===== config.mk =====
export PLATFORM = sky130hd
export DESIGN_NAME = atm_label_xlate
export DESIGN_NICKNAME = d
export VERILOG_FILES = /design/src/rtl/atm_lbl_pkg.sv /design/src/rtl/atm_hdr_parse.sv /design/src/rtl/atm_rit_cam.sv /design/src/rtl/atm_cell_emit.sv /design/src/rtl/atm_label_xlate.sv
export SDC_FILE = /design/constraint.sdc
export NUM_CORES = 1
export LEC_CHECK = 0
export ABC_AREA = 1
export BUFFER_PORTS_ARGS = -buffer_cell sky130_fd_sc_hd__buf_4
export CAP_MARGIN = 5
export CELL_PAD_IN_SITES_DETAIL_PLACEMENT = 1
export CELL_PAD_IN_SITES_GLOBAL_PLACEMENT = 2
export CORE_MARGIN = 2
export CORE_UTILIZATION = 40
export CTS_BUF_LIST = sky130_fd_sc_hd__clkbuf_16
export DETAILED_ROUTE_END_ITERATION = 10
export HOLD_SLACK_MARGIN = 0.15
export PLACE_DENSITY = 0.89
export SYNTH_ARGS = -nofsm -noshare
export SYNTH_HDL_FRONTEND = slang
export SYNTH_SLANG_ARGS = --single-unit

===== constraint.sdc =====
create_clock -name clk -period 5.7 [get_ports clk]
set_input_delay 0.285 -clock clk [delete_from_list [all_inputs] [get_ports clk]]
set_output_delay 0.285 -clock clk [all_outputs]
set_load 0.005 [all_outputs]

===== src/rtl/atm_lbl_pkg.sv =====
// Shared constants, types and helper functions for the ATM label translator.
// Assumes cells are 53 bytes and the label ends in the high nibble of byte 3.
package atm_lbl_pkg;
    localparam int CELL_LEN     = 53;
    localparam int LBL_W        = 28;
    localparam int UNI_LBL_W    = 24;
    localparam int BIDX_W       = $clog2(CELL_LEN);
    localparam int KEY_DONE_IDX = 3;

    typedef logic [LBL_W-1:0]  label_t;
    typedef logic [BIDX_W-1:0] bidx_t;

    // Compare a stored label with a header key under the given mode.
    function automatic logic label_eq(label_t stored, label_t key, logic nni);
        if (nni) begin
            return stored == key;
        end
        return stored[UNI_LBL_W-1:0] == key[UNI_LBL_W-1:0];
    endfunction

    // Produce the outgoing version of one cell byte after label replacement.
    function automatic logic [7:0] patch_byte(bidx_t idx, logic [7:0] orig,
                                              label_t nl, logic nni);
        logic [7:0] r;
        case (idx)
            bidx_t'(0): r = nni ? nl[27:20] : {orig[7:4], nl[23:20]};
            bidx_t'(1): r = nl[19:12];
            bidx_t'(2): r = nl[11:4];
            bidx_t'(3): r = {nl[3:0], orig[3:0]};
            default:    r = orig;
        endcase
        return r;
    endfunction
endpackage


===== src/rtl/atm_hdr_parse.sv =====
// Header parser: numbers the bytes of each cell and holds header bytes 0..2.
// When byte 3 arrives, it presents the full 28-bit key and the per-cell mode.
// Assumes well-formed cells: byte 0 carries in_sop and bytes are contiguous.
module atm_hdr_parse
    import atm_lbl_pkg::*;
(
    input  logic       clk,
    input  logic       rst_n,
    input  logic       in_valid,
    input  logic       in_sop,
    input  logic [7:0] in_data,
    input  logic       in_nni,
    output logic       byte_valid,
    output bidx_t      byte_idx,
    output logic [7:0] byte_data,
    output logic       lk_stb,
    output label_t     lk_key,
    output logic       lk_nni
);
    bidx_t      last_idx;
    logic [7:0] hb0, hb1, hb2;
    logic       cell_nni;

    // Position of the current byte inside its cell.
    always_comb begin
        byte_idx   = in_sop ? '0 : last_idx + 1'b1;
        byte_valid = in_valid;
        byte_data  = in_data;
    end

    // Remember the byte position, the first header bytes and the cell mode.
    always_ff @(posedge clk) begin
        if (!rst_n) begin
            last_idx <= '0;
            hb0      <= '0;
            hb1      <= '0;
            hb2      <= '0;
            cell_nni <= 1'b0;
        end else if (in_valid) begin
            last_idx <= byte_idx;
            case (byte_idx)
                bidx_t'(0): begin
                    hb0      <= in_data;
                    cell_nni <= in_nni;
                end
                bidx_t'(1): hb1 <= in_data;
                bidx_t'(2): hb2 <= in_data;
                default: ;
            endcase
        end
    end

    // Key is complete in the cycle byte 3 is on the input.
    always_comb begin
        lk_stb = in_valid && (byte_idx == bidx_t'(KEY_DONE_IDX));
        lk_key = {hb0, hb1, hb2, in_data[7:4]};
        lk_nni = cell_nni;
    end

    assert_idx_bound_R2: assert property (@(posedge clk) disable iff (!rst_n)
        in_valid |-> (byte_idx < bidx_t'(CELL_LEN)));
endmodule


===== src/rtl/atm_rit_cam.sv =====
// Routing table: a small associative store with a one-cycle host write port.
// Searches the whole table when the key strobe is high and registers the result
// of the lowest-index match. A write in the lookup cycle is not seen by it.
module atm_rit_cam
    import atm_lbl_pkg::*;
#(
    parameter  int ENTRIES = 8,
    parameter  int PORT_W  = 4,
    parameter  int PRIO_W  = 2,
    localparam int IDX_W   = (ENTRIES > 1) ? $clog2(ENTRIES) : 1
) (
    input  logic              clk,
    input  logic              rst_n,
    input  logic              cfg_we,
    input  logic [IDX_W-1:0]  cfg_idx,
    input  logic              cfg_en,
    input  label_t            cfg_old,
    input  label_t            cfg_new,
    input  logic [PORT_W-1:0] cfg_port,
    input  logic [PRIO_W-1:0] cfg_prio,
    input  logic              lk_stb,
    input  label_t            lk_key,
    input  logic              lk_nni,
    output logic              res_stb,
    output logic              res_hit,
    output label_t            res_new,
    output logic              res_nni,
    output logic [PORT_W-1:0] res_port,
    output logic [PRIO_W-1:0] res_prio
);
    logic [ENTRIES-1:0] ent_v;
    label_t             ent_old  [ENTRIES];
    label_t             ent_new  [ENTRIES];
    logic [PORT_W-1:0]  ent_port [ENTRIES];
    logic [PRIO_W-1:0]  ent_prio [ENTRIES];
    logic [ENTRIES-1:0] hit_vec;
    logic [IDX_W-1:0]   sel;

    // One comparator per entry.
    for (genvar g = 0; g < ENTRIES; g++) begin : g_cmp
        assign hit_vec[g] = ent_v[g] && label_eq(ent_old[g], lk_key, lk_nni);
    end

    // Lowest matching index wins.
    always_comb begin
        sel = '0;
        for (int i = ENTRIES - 1; i >= 0; i--) begin
            if (hit_vec[i]) sel = IDX_W'(i);
        end
    end

    // Entry valid bits, cleared by reset, written whole by the host.
    always_ff @(posedge clk) begin
        if (!rst_n) ent_v <= '0;
        else if (cfg_we) ent_v[cfg_idx] <= cfg_en;
    end

    // Entry contents, written in the same cycle as the valid bit.
    always_ff @(posedge clk) begin
        if (cfg_we) begin
            ent_old[cfg_idx]  <= cfg_old;
            ent_new[cfg_idx]  <= cfg_new;
            ent_port[cfg_idx] <= cfg_port;
            ent_prio[cfg_idx] <= cfg_prio;
        end
    end

    // Capture the lookup outcome; it is held until the next cell's lookup.
    always_ff @(posedge clk) begin
        if (!rst_n) begin
            res_stb  <= 1'b0;
            res_hit  <= 1'b0;
            res_new  <= '0;
            res_nni  <= 1'b0;
            res_port <= '0;
            res_prio <= '0;
        end else begin
            res_stb <= lk_stb;
            if (lk_stb) begin
                res_hit  <= |hit_vec;
                res_new  <= ent_new[sel];
                res_nni  <= lk_nni;
                res_port <= ent_port[sel];
                res_prio <= ent_prio[sel];
            end
        end
    end

    assert_res_hold_R2: assert property (@(posedge clk) disable iff (!rst_n)
        !lk_stb |=> ($stable(res_hit) && $stable(res_new) && $stable(res_port)));
endmodule


===== src/rtl/atm_cell_emit.sv =====
// Output stage: delays the byte stream until the lookup result is known,
// inserts the routing tag beat before byte 0 and rewrites the label bytes.
// Assumes at least one idle input cycle between cells, which leaves room for the tag.
module atm_cell_emit
    import atm_lbl_pkg::*;
#(
    parameter  int PORT_W = 4,
    parameter  int PRIO_W = 2,
    localparam int DLY    = KEY_DONE_IDX + 2
) (
    input  logic              clk,
    input  logic              rst_n,
    input  logic              byte_valid,
    input  bidx_t             byte_idx,
    input  logic [7:0]        byte_data,
    input  logic              res_hit,
    input  label_t            res_new,
    input  logic              res_nni,
    input  logic [PORT_W-1:0] res_port,
    input  logic [PRIO_W-1:0] res_prio,
    output logic              out_valid,
    output logic              out_tag,
    output logic [7:0]        out_data,
    output bidx_t             out_idx
);
    logic       dv [DLY];
    bidx_t      di [DLY];
    logic [7:0] dd [DLY];
    logic [7:0] tag_byte;
    logic       start_tag;
    logic [BIDX_W:0] beat_cnt;

    // Delay line valid flags.
    always_ff @(posedge clk) begin
        if (!rst_n) begin
            for (int s = 0; s < DLY; s++) dv[s] <= 1'b0;
        end else begin
            dv[0] <= byte_valid;
            for (int s = 1; s < DLY; s++) dv[s] <= dv[s-1];
        end
    end

    // Delay line byte index and data.
    always_ff @(posedge clk) begin
        di[0] <= byte_idx;
        dd[0] <= byte_data;
        for (int s = 1; s < DLY; s++) begin
            di[s] <= di[s-1];
            dd[s] <= dd[s-1];
        end
    end

    // Tag byte and the moment it is due.
    always_comb begin
        tag_byte  = 8'({res_prio, res_port});
        start_tag = dv[DLY-2] && (di[DLY-2] == '0) && res_hit;
    end

    // Drive the tag beat or a rewritten byte; misses emit nothing.
    always_ff @(posedge clk) begin
        if (!rst_n) begin
            out_valid <= 1'b0;
            out_tag   <= 1'b0;
            out_data  <= '0;
            out_idx   <= '0;
        end else if (start_tag) begin
            out_valid <= 1'b1;
            out_tag   <= 1'b1;
            out_data  <= tag_byte;
            out_idx   <= '0;
        end else if (dv[DLY-1] && res_hit) begin
            out_valid <= 1'b1;
            out_tag   <= 1'b0;
            out_data  <= patch_byte(di[DLY-1], dd[DLY-1], res_new, res_nni);
            out_idx   <= di[DLY-1];
        end else begin
            out_valid <= 1'b0;
            out_tag   <= 1'b0;
        end
    end

    // Count the data beats since the last tag, for the length check.
    always_ff @(posedge clk) begin
        if (!rst_n) beat_cnt <= '0;
        else if (out_valid && out_tag) beat_cnt <= '0;
        else if (out_valid) beat_cnt <= beat_cnt + 1'b1;
    end

    assert_tag_then_hdr_R2: assert property (@(posedge clk) disable iff (!rst_n)
        out_tag |=> (out_valid && !out_tag && out_idx == '0));

    assert_cell_len_R2: assert property (@(posedge clk) disable iff (!rst_n)
        (out_valid && !out_tag) |-> (beat_cnt < (BIDX_W+1)'(CELL_LEN)));
endmodule


===== src/rtl/atm_label_xlate.sv =====
// Top of the ATM label translator: parser, routing table and output stage.
// Counts dropped cells. Input cells must have one idle cycle between them.
module atm_label_xlate
    import atm_lbl_pkg::*;
#(
    parameter  int N_PORTS = 16,
    parameter  int ENTRIES = 8,
    parameter  int PRIO_W  = 2,
    parameter  int CNT_W   = 16,
    localparam int PORT_W  = (N_PORTS > 1) ? $clog2(N_PORTS) : 1,
    localparam int IDX_W   = (ENTRIES > 1) ? $clog2(ENTRIES) : 1
) (
    input  logic              clk,
    input  logic              rst_n,
    input  logic              in_valid,
    input  logic              in_sop,
    input  logic [7:0]        in_data,
    input  logic              in_nni,
    input  logic              cfg_we,
    input  logic [IDX_W-1:0]  cfg_idx,
    input  logic              cfg_en,
    input  logic [27:0]       cfg_old,
    input  logic [27:0]       cfg_new,
    input  logic [PORT_W-1:0] cfg_port,
    input  logic [PRIO_W-1:0] cfg_prio,
    output logic              out_valid,
    output logic              out_tag,
    output logic [7:0]        out_data,
    output logic [CNT_W-1:0]  miss_count
);
    logic              byte_valid;
    bidx_t             byte_idx;
    logic [7:0]        byte_data;
    logic              lk_stb;
    label_t            lk_key;
    logic              lk_nni;
    logic              res_stb, res_hit, res_nni;
    label_t            res_new;
    logic [PORT_W-1:0] res_port;
    logic [PRIO_W-1:0] res_prio;
    bidx_t             emit_idx;

    atm_hdr_parse u_parse (
        .clk(clk), .rst_n(rst_n),
        .in_valid(in_valid), .in_sop(in_sop), .in_data(in_data), .in_nni(in_nni),
        .byte_valid(byte_valid), .byte_idx(byte_idx), .byte_data(byte_data),
        .lk_stb(lk_stb), .lk_key(lk_key), .lk_nni(lk_nni)
    );

    atm_rit_cam #(.ENTRIES(ENTRIES), .PORT_W(PORT_W), .PRIO_W(PRIO_W)) u_cam (
        .clk(clk), .rst_n(rst_n),
        .cfg_we(cfg_we), .cfg_idx(cfg_idx), .cfg_en(cfg_en),
        .cfg_old(cfg_old), .cfg_new(cfg_new), .cfg_port(cfg_port), .cfg_prio(cfg_prio),
        .lk_stb(lk_stb), .lk_key(lk_key), .lk_nni(lk_nni),
        .res_stb(res_stb), .res_hit(res_hit), .res_new(res_new), .res_nni(res_nni),
        .res_port(res_port), .res_prio(res_prio)
    );

    atm_cell_emit #(.PORT_W(PORT_W), .PRIO_W(PRIO_W)) u_emit (
        .clk(clk), .rst_n(rst_n),
        .byte_valid(byte_valid), .byte_idx(byte_idx), .byte_data(byte_data),
        .res_hit(res_hit), .res_new(res_new), .res_nni(res_nni),
        .res_port(res_port), .res_prio(res_prio),
        .out_valid(out_valid), .out_tag(out_tag), .out_data(out_data), .out_idx(emit_idx)
    );

    // Count cells dropped for lack of a matching entry.
    always_ff @(posedge clk) begin
        if (!rst_n) miss_count <= '0;
        else if (res_stb && !res_hit) miss_count <= miss_count + 1'b1;
    end

    assert_miss_step_R7: assert property (@(posedge clk) disable iff (!rst_n)
        (miss_count == $past(miss_count)) || (miss_count == $past(miss_count) + 1'b1));

    assert_drop_no_tag_R7: assert property (@(posedge clk) disable iff (!rst_n)
        (miss_count != $past(miss_count)) |-> !out_tag);

    assert_pass_R6: assert property (@(posedge clk) disable iff (!rst_n)
        (out_valid && !out_tag && emit_idx >= bidx_t'(KEY_DONE_IDX + 1))
            |-> (out_data == $past(in_data, 6)));

    assert_gfc_keep_R5: assert property (@(posedge clk) disable iff (!rst_n)
        (out_valid && !out_tag && emit_idx == '0 && !res_nni)
            |-> (out_data[7:4] == $past(in_data[7:4], 6)));
endmodule


==> results of run 1 <==
## per-layer routing
metal  GRT usage (%)  vias to the layer above  part of all wire, %
met4            10.5                        0                  3.7
met5               0                        -                    0
met3            5.60                      179                  7.5
met2            42.6                      778                   46
met1            35.3                    11100                   43
li1                -                    10200                    -
## sequential cells by signal, indices dropped and copies added (netlist names), 2 cells and up
register and count:
miss_count 16, u_cam.ent_new 224, u_cam.ent_old 224, u_cam.ent_port 32, u_cam.ent_prio 16, u_cam.ent_v 8
u_cam.res_new 28, u_cam.res_port 4, u_cam.res_prio 2, u_emit.dd 40, u_emit.di 30, u_emit.dv 5
u_emit.out_data 8, u_parse.hb0 8, u_parse.hb1 8, u_parse.hb2 8, u_parse.last_idx 6
## final cells by class
type,instances,area [um^2],area share (%)
multi-input cells,1810,8710,25.8
inverters,330,1240,3.69
clock inverters,57,420,1.25
diodes,2,5.00,0.0148
flip-flops and latches,673,18400,54.6
clock buffers,78,1950,5.78
well taps,950,1190,3.52
repair buffers,212,1780,5.29
## cells by family after synthesis
kind of cell	after synthesis
XOR/XNOR	81
buffers and inverters	448
adder cells (fa/ha/maj)	2
AND/OR/NAND/NOR	1464
flip-flops	673
AO/OA/AOI/OAI	263
## cell usage in the layout, fill, tap and decap left out, types with 19 or more instances in the layout
cell type / instances
clkbuf_16: 78
nor3_1: 43
edfxtp_1: 496
nand4_1: 62
nand2_1: 761
o21ai_0: 122
buf_4: 135
or2_2: 21
xor2_1: 32
inv_1: 315
inv_2: 25
a21oi_2: 26
nor2_1: 199
clkinv_1: 19
dfxtp_1: 177
a21oi_1: 65
xnor2_1: 49
dlygate4sd3_1: 77
nand3_1: 304
## cell usage after synthesis (all sizes together)
master / instances
a211oi: 3
a21boi: 2
a21oi: 91
a22oi: 4
a31oi: 5
and2: 7
and3: 1
buf: 83
clkbuf: 35
clkinv: 4
dfxtp: 177
edfxtp: 496
ha: 2
inv: 326
nand2: 770
nand3: 305
nand3b: 9
nand4: 64
nor2: 207
nor3: 44
nor3b: 6
nor4: 18
o2111ai: 9
o211ai: 7
o21ai: 131
o221ai: 2
o22ai: 9
or2: 33
xnor2: 49
xor2: 32
## where the power goes
part / total [mW] / internal (mW) / switching (mW) / leakage [nW]
Clock: 4.73 / 2.71 / 2.02 / 1.23
Combinational: 0.764 / 0.233 / 0.530 / 6.41
Sequential: 5.55 / 5.43 / 0.114 / 5.96
## stage by stage
step	instances	worst slack [ps]	hold slack, ps
3_3_place_gp	3898	1530	310
4_1_cts	4110	1500	152
2_1_floorplan	2931	2090	310
6_report	4112	1380	187
3_5_place_dp	3898	1540	313
5_1_grt	4112	1160	204
## worst max-delay path: stages (launching register included)
cell	delay, ps
dfxtp_1	640
inv_2	340
nand2_1	160
inv_2	90
nor3_1	210
nand4_1	120
nor3_1	470
nand4_1	380
and2_4	330
nand3_4	60
buf_4	470
inv_2	410
buf_4	290
nand3_1	100
nand2_1	70
a21oi_2	110
## worst max-delay path by stage
| stage | startpoint | end | slack (ps) | cells past startpoint |
|---|---|---|---|---|
| detailed placement | u_parse.hb2[1] | u_cam.res_new[3] | 1540 | 15 |
| CTS | u_parse.hb2[1] | u_cam.res_new[1] | 1500 | 15 |
| global placement | u_parse.hb2[1] | u_cam.res_port[3] | 1530 | 15 |
| global route | u_parse.hb2[0] | u_cam.res_new[5] | 1160 | 15 |
| finish | u_parse.hb2[1] | u_cam.res_new[3] | 1380 | 15 |
| floorplan | cfg_we | u_cam.ent_new[2][0] | 2090 | 4 |
==> impl_results.md, run 1 <==
* Status: completed
* Wire per inst at 24.2 um
* Setup violators final at 0
* CTS Buf Count at 73
* Crit Path Category: reg2reg
* GPL Wtd Cong at 0.962
* LEAKAGE at 13.6 nW
* First-pass GRT wire length at 146000 um
* Count of input and output buffers at 105
* Synth top area share at 51.3%
* Hold Crit Depth at 5
* PD cells at 327 nW/um^2
* # H-tree levels at 3
* R2r endpoint: u_cam.res_new[3]
* Post-Syn Nets at 3013
* Final #Nets at 3182
* Simple-Gate Fraction of Synth Area at 22.0%
* Minimum clock period at 4320 ps
* Total Routing Usage GR at 26.6%
* Mean post-synth cell area at 9.90 um^2
* Worst vdd ir at 248 uV
* Worst Max-Slew Pin Slew at 1250 ps
* Starting Density at 40.5%
* Iteration-0 DRC Markers at 2081
* Mux cell area share after synthesis at 0%
* Reg2reg setup slack at 1380 ps
* Leading area contributor after synthesis: edfxtp_1
* Max-slew violation count at 0
* Min-delay src: cfg_idx[2]
* RSZ-0062 raised after global routing: false
* R2R Path Start: u_parse.hb2[1]
* Mapped Area at 29000 um^2
* Largest net degree at the start of global routing at 85
* Warnings from Yosys at 0
* Core area at 71600 um^2
* Crit path max fanout at 35
* Critical Path AT at 4880 ps
* Root Buffer: clkbuf_16
* Final HPWL from detailed placement at 65000 um
* #FFs+latches synth at 673
* Clk_skew at 28.2 ps
* Worst EP required at 6260 ps
* Largest family of logic cells by synthesized area: simple AND/OR/NAND/NOR gates
* Worst min-delay path endpoint: u_cam.ent_v[0]
* Startpoint types: register
* Final hold vios at 0
* CP endpoint kind: register
* Final core occ at 47.1%
* Routed vias at 22200
* TritonRoute pass-1 iters at 7
* Synthesized instance count at 2931
* Maximum clock path buffer count at 3
* Fillers at 7957
* Final TNS setup at 0 ps
* Layout cells sized above 1 at 10.7%
* CTS tree: yes
* IO Pins at 106
* Initial antenna violation count at 3
* Final instance area at 33700 um^2
* Max-Cap Viols at 0
* Die Ht at 273 um
* Synth Area in Compound Gates at 5.21%
* # DRC at 0
* Overflow after GRT at 0
* Yosys cell types at 48
* Area contributors post-synth: edfxtp_1 (51%), dfxtp_1 (12%), nand2_1 (9.8%), nand3_1 (5.2%), inv_1 (3.9%)
* Resized Gates After CTS at 0
* Post-Place Cell Area at 30600 um^2
* Clk_lat worst skew at 630 ps
* Post-route ant nets at 0
* Die area at 74700 um^2
* Maximum clock frequency at 232 MHz
* Post-route clock period utilization at 75.7%
* Final wirelength at 99600 um
* CTS clk-pin slew, worst paths at 60 ps
* Vias in the first global route at 23100
* Hold Path Class: in2reg
* Post-Synth XOR/XNOR Area at 2.44%
* Hold-fix buffers, CTS at 77
* Area share of fa/ha/maj cells after synthesis at 0.0862%
* R2r worst-path depth at 15
* Via density at 5.41
* Seq/Total Area, Yosys at 63.5%
* Clk sink count at 673
* Setup Fix Bufs, Post-CTS at 0
* Slew headroom at 16.7%
* Area grow syn2layout at 16.2%
* Chip width at 273 um
* Core Rows at 98
* Power, Total at 11.0 mW
Note: power is estimated with default switching activity, not from simulation.
==> inputs of run 2 (changes only) <==
--- a/config.mk
+++ b/config.mk
@@ -11,11 +11,11 @@
 export CELL_PAD_IN_SITES_DETAIL_PLACEMENT = 1
 export CELL_PAD_IN_SITES_GLOBAL_PLACEMENT = 2
 export CORE_MARGIN = 2
-export CORE_UTILIZATION = 40
+export CORE_UTILIZATION = 37
 export CTS_BUF_LIST = sky130_fd_sc_hd__clkbuf_16
 export DETAILED_ROUTE_END_ITERATION = 10
 export HOLD_SLACK_MARGIN = 0.15
-export PLACE_DENSITY = 0.89
+export PLACE_DENSITY = 0.86
 export SYNTH_ARGS = -nofsm -noshare
 export SYNTH_HDL_FRONTEND = slang
 export SYNTH_SLANG_ARGS = --single-unit
==> constraint.sdc (replaced) <==
create_clock -name clk -period 3.73 [get_ports clk]
set_input_delay 0.1865 -clock clk [delete_from_list [all_inputs] [get_ports clk]]
set_output_delay 0.1865 -clock clk [all_outputs]
set_load 0.005 [all_outputs]
==> run 2 against run 1 <==
  * Sequential share of layout area down 1.3 points
  * Total power up 58%
  * Utilization shrank 2.6 points
  * Clock power increased by 64%
  * Design area up 2.4%
  * Die area rose by 8.0%
  * Clock skew is 4.6 ps higher
  * Count of clock-buffer cells in the layout grew 2
  * Global-route usage is 2.1 points lower
==> impl_results.md, run 2 (synthesized netlist as in run 1, its figures left out) <==
* CTS Buf Count at 78 (+6.8%)
* Overflow after GRT at 0 (unchanged)
* Worst EP required at 4300 ps (-1960 ps)
* # DRC at 0 (unchanged)
* Maximum clock frequency at 290 MHz (+25%)
* Worst vdd ir at 337 uV (+36%)
* Clk sink count at 673 (unchanged)
* Min-delay src: cfg_idx[0]
* Top flop regs: u_cam.ent_new x224, u_cam.ent_old x224, u_emit.dd x40
* Final HPWL from detailed placement at 66600 um (+2.5%)
* Routed vias at 22400 (+0.87%)
* Power, Total at 17.4 mW (+58%)
* RSZ-0062 raised after global routing: false
* Area grow syn2layout at 19.0%
* Reg2reg setup slack at 280 ps (-1100 ps)
* Layout cells sized above 1 at 12.2% (+1.5 points)
* IO Pins at 106 (unchanged)
* TritonRoute pass-1 iters at 5 (-2)
* Most frequent cells in the layout: nand2_1 (761), edfxtp_1 (496), inv_1 (307), nand3_1 (304), nor2_1 (199)
* Worst min-delay path endpoint: u_cam.ent_v[2]
* Setup Fix Bufs, Post-CTS at 0 (unchanged)
* R2r worst-path depth at 17 (+2)
* Multi-input combinational cell area at 8710 um^2 (about the same)
* Final #Nets at 3229 (+1.5%)
* Die area at 80700 um^2 (+8.0%)
* Commonest non-fill, non-tap cell in the layout: nand2_1
* Largest net degree at the start of global routing at 85 (unchanged)
* Iteration-0 DRC Markers at 1811 (-13%)
* Crit Path Category: reg2reg
* Worst path max stage delay at 660 ps (+20 ps)
* Final hold slack at 278 ps (+91.4 ps)
* First-pass GRT wire length at 149000 um (+1.8%)
* Slowest CP cell: dfxtp_1
* Final setup margin at 284 ps (-1100 ps)
* Cell breakdown of the critical path: xor2_1 > nor3_1 > nand2_1 > nor3_1 > nand2_1 > nand2_1 > nand2_1 > nand2_1 > nand2_2 > nand2_2 > buf_12 > nand2_1 > nand2_1 > nand2_1 > nand3_1 > nand2_1 > a21oi_2
* Post-route clock period utilization at 92.4% (+17 points)
* Pre-CTS WS at 411 ps (-1130 ps)
* Cell mode on critical path: nand2_1
* R2r endpoint: u_cam.res_new[3]
* Initial antenna violation count at 0 (-3)
* Vias in the first global route at 23700 (+2.9%)
* Hold Path Class: in2reg
* Count of input and output buffers at 105 (unchanged)
* Starting Density at 37.4% (-3.1 points)
* Status: completed
* Final core occ at 44.5% (-2.6 points)
* Chip width at 284 um (+3.9%)
* Wire per inst at 23.4 um (-3.4%)
* Total Routing Usage GR at 24.5% (-2.1 points)
* Worst Max-Slew Pin Slew at 1060 ps (-184 ps)
* R2R Path Start: u_parse.hb2[6]
* Startpoint types: register
* CP endpoint kind: register
* # H-tree levels at 3 (unchanged)
* Max-slew violation count at 0 (unchanged)
* Crit path max fanout at 58 (+66%)
* Hold Crit Depth at 5 (unchanged)
* Fillers at 8760 (+10%)
* Root Buffer: clkbuf_16
* Maximum clock path buffer count at 3 (unchanged)
* GPL Wtd Cong at 0.998 (+3.7%)
* LEAKAGE at 13.9 nW (+2.3%)
* CTS tree: yes
* Via density at 5.28 (-2.4%)
* Post-route ant nets at 0 (unchanged)
* Clk_lat worst skew at 640 ps (about the same)
* Minimum clock period at 3450 ps (-872 ps)
* Critical Path AT at 4010 ps (-870 ps)
* Core Rows at 102 (+4.1%)
* CTS clk-pin slew, worst paths at 60 ps (about the same)
* Core area at 77600 um^2 (+8.4%)
* Slew headroom at 29.2% (+12 points)
* Final wirelength at 99400 um (-0.14%)
* Clk_skew at 32.9 ps (+4.62 ps)
* Setup violators final at 0 (unchanged)
* Final TNS setup at 0 ps (unchanged)
* Final hold vios at 0 (unchanged)
* Die Ht at 284 um (+3.9%)
* Max-Cap Viols at 0 (unchanged)
* Reg area at 18400 um^2 (unchanged)
* PD cells at 504 nW/um^2 (+54%)
[run 2: per-stage QoR]
| step | cell area [um^2] | instances |
|---|---|---|
| final | 34600 | 4251 |
| after global routing | 34600 | 4250 |
| after CTS | 34600 | 4250 |
| after detailed placement | 31200 | 4028 |
| after global placement | 31200 | 4028 |
| after floorplan | 29000 | 2931 |
[run 2: worst max-delay path by stage]
| stage | from | endpoint | slack, ps | cells past startpoint |
|---|---|---|---|---|
| 3_3_place_gp | u_parse.hb0[3] | u_cam.res_new[10] | 430 | 13 |
| 2_1_floorplan | cfg_we | u_cam.ent_new[2][0] | 220 | 4 |
| 6_report | u_parse.hb2[6] | u_cam.res_new[3] | 280 | 17 |
| 5_1_grt | u_parse.hb2[6] | u_cam.res_new[3] | 80 | 17 |
| 3_5_place_dp | u_parse.hb0[3] | u_cam.res_new[7] | 410 | 17 |
| 4_1_cts | u_parse.hb0[3] | u_cam.res_new[3] | 330 | 17 |
[run 2: timing repair]
action,in CTS,in global routing
hold buffers,79,0
resized for setup,0,0
hold endpoints to repair,556,0
[run 2: layer usage]
layer / routed length (um) / GRT usage, %
met5: 0 / 0
met4: 2980 / 8.17
met3: 5560 / 3.33
met2: 48900 / 42.2
met1: 42000 / 31.8
[run 2: cell type report]
type | instances | share of cell area [%]
inverters | 330 | 3.60
multi-input cells | 1810 | 25.2
flip-flops and latches | 673 | 53.4
well taps | 1040 | 3.77
diodes | 1 | 0.00724
clock buffers | 80 | 5.79
repair buffers | 254 | 6.56
clock inverters | 63 | 1.72
[run 2: power by group]
| group | switching [mW] | total [mW] | internal (mW) | leakage [nW] |
|---|---|---|---|---|
| combinational | 0.823 | 1.20 | 0.382 | 6.67 |
| sequential | 0.153 | 8.46 | 8.30 | 5.96 |
| clock | 3.25 | 7.74 | 4.49 | 1.29 |
| total | 4.22 | 17.4 | 13.2 | 13.9 |
[run 2: critical path, delay by kind of cell, from the launching register on]
family,cells,cell delay (ps)
buf+inv,1,280
simple gates,14,2020
flops,1,660
compound gates,1,140
xor+xnor,1,230
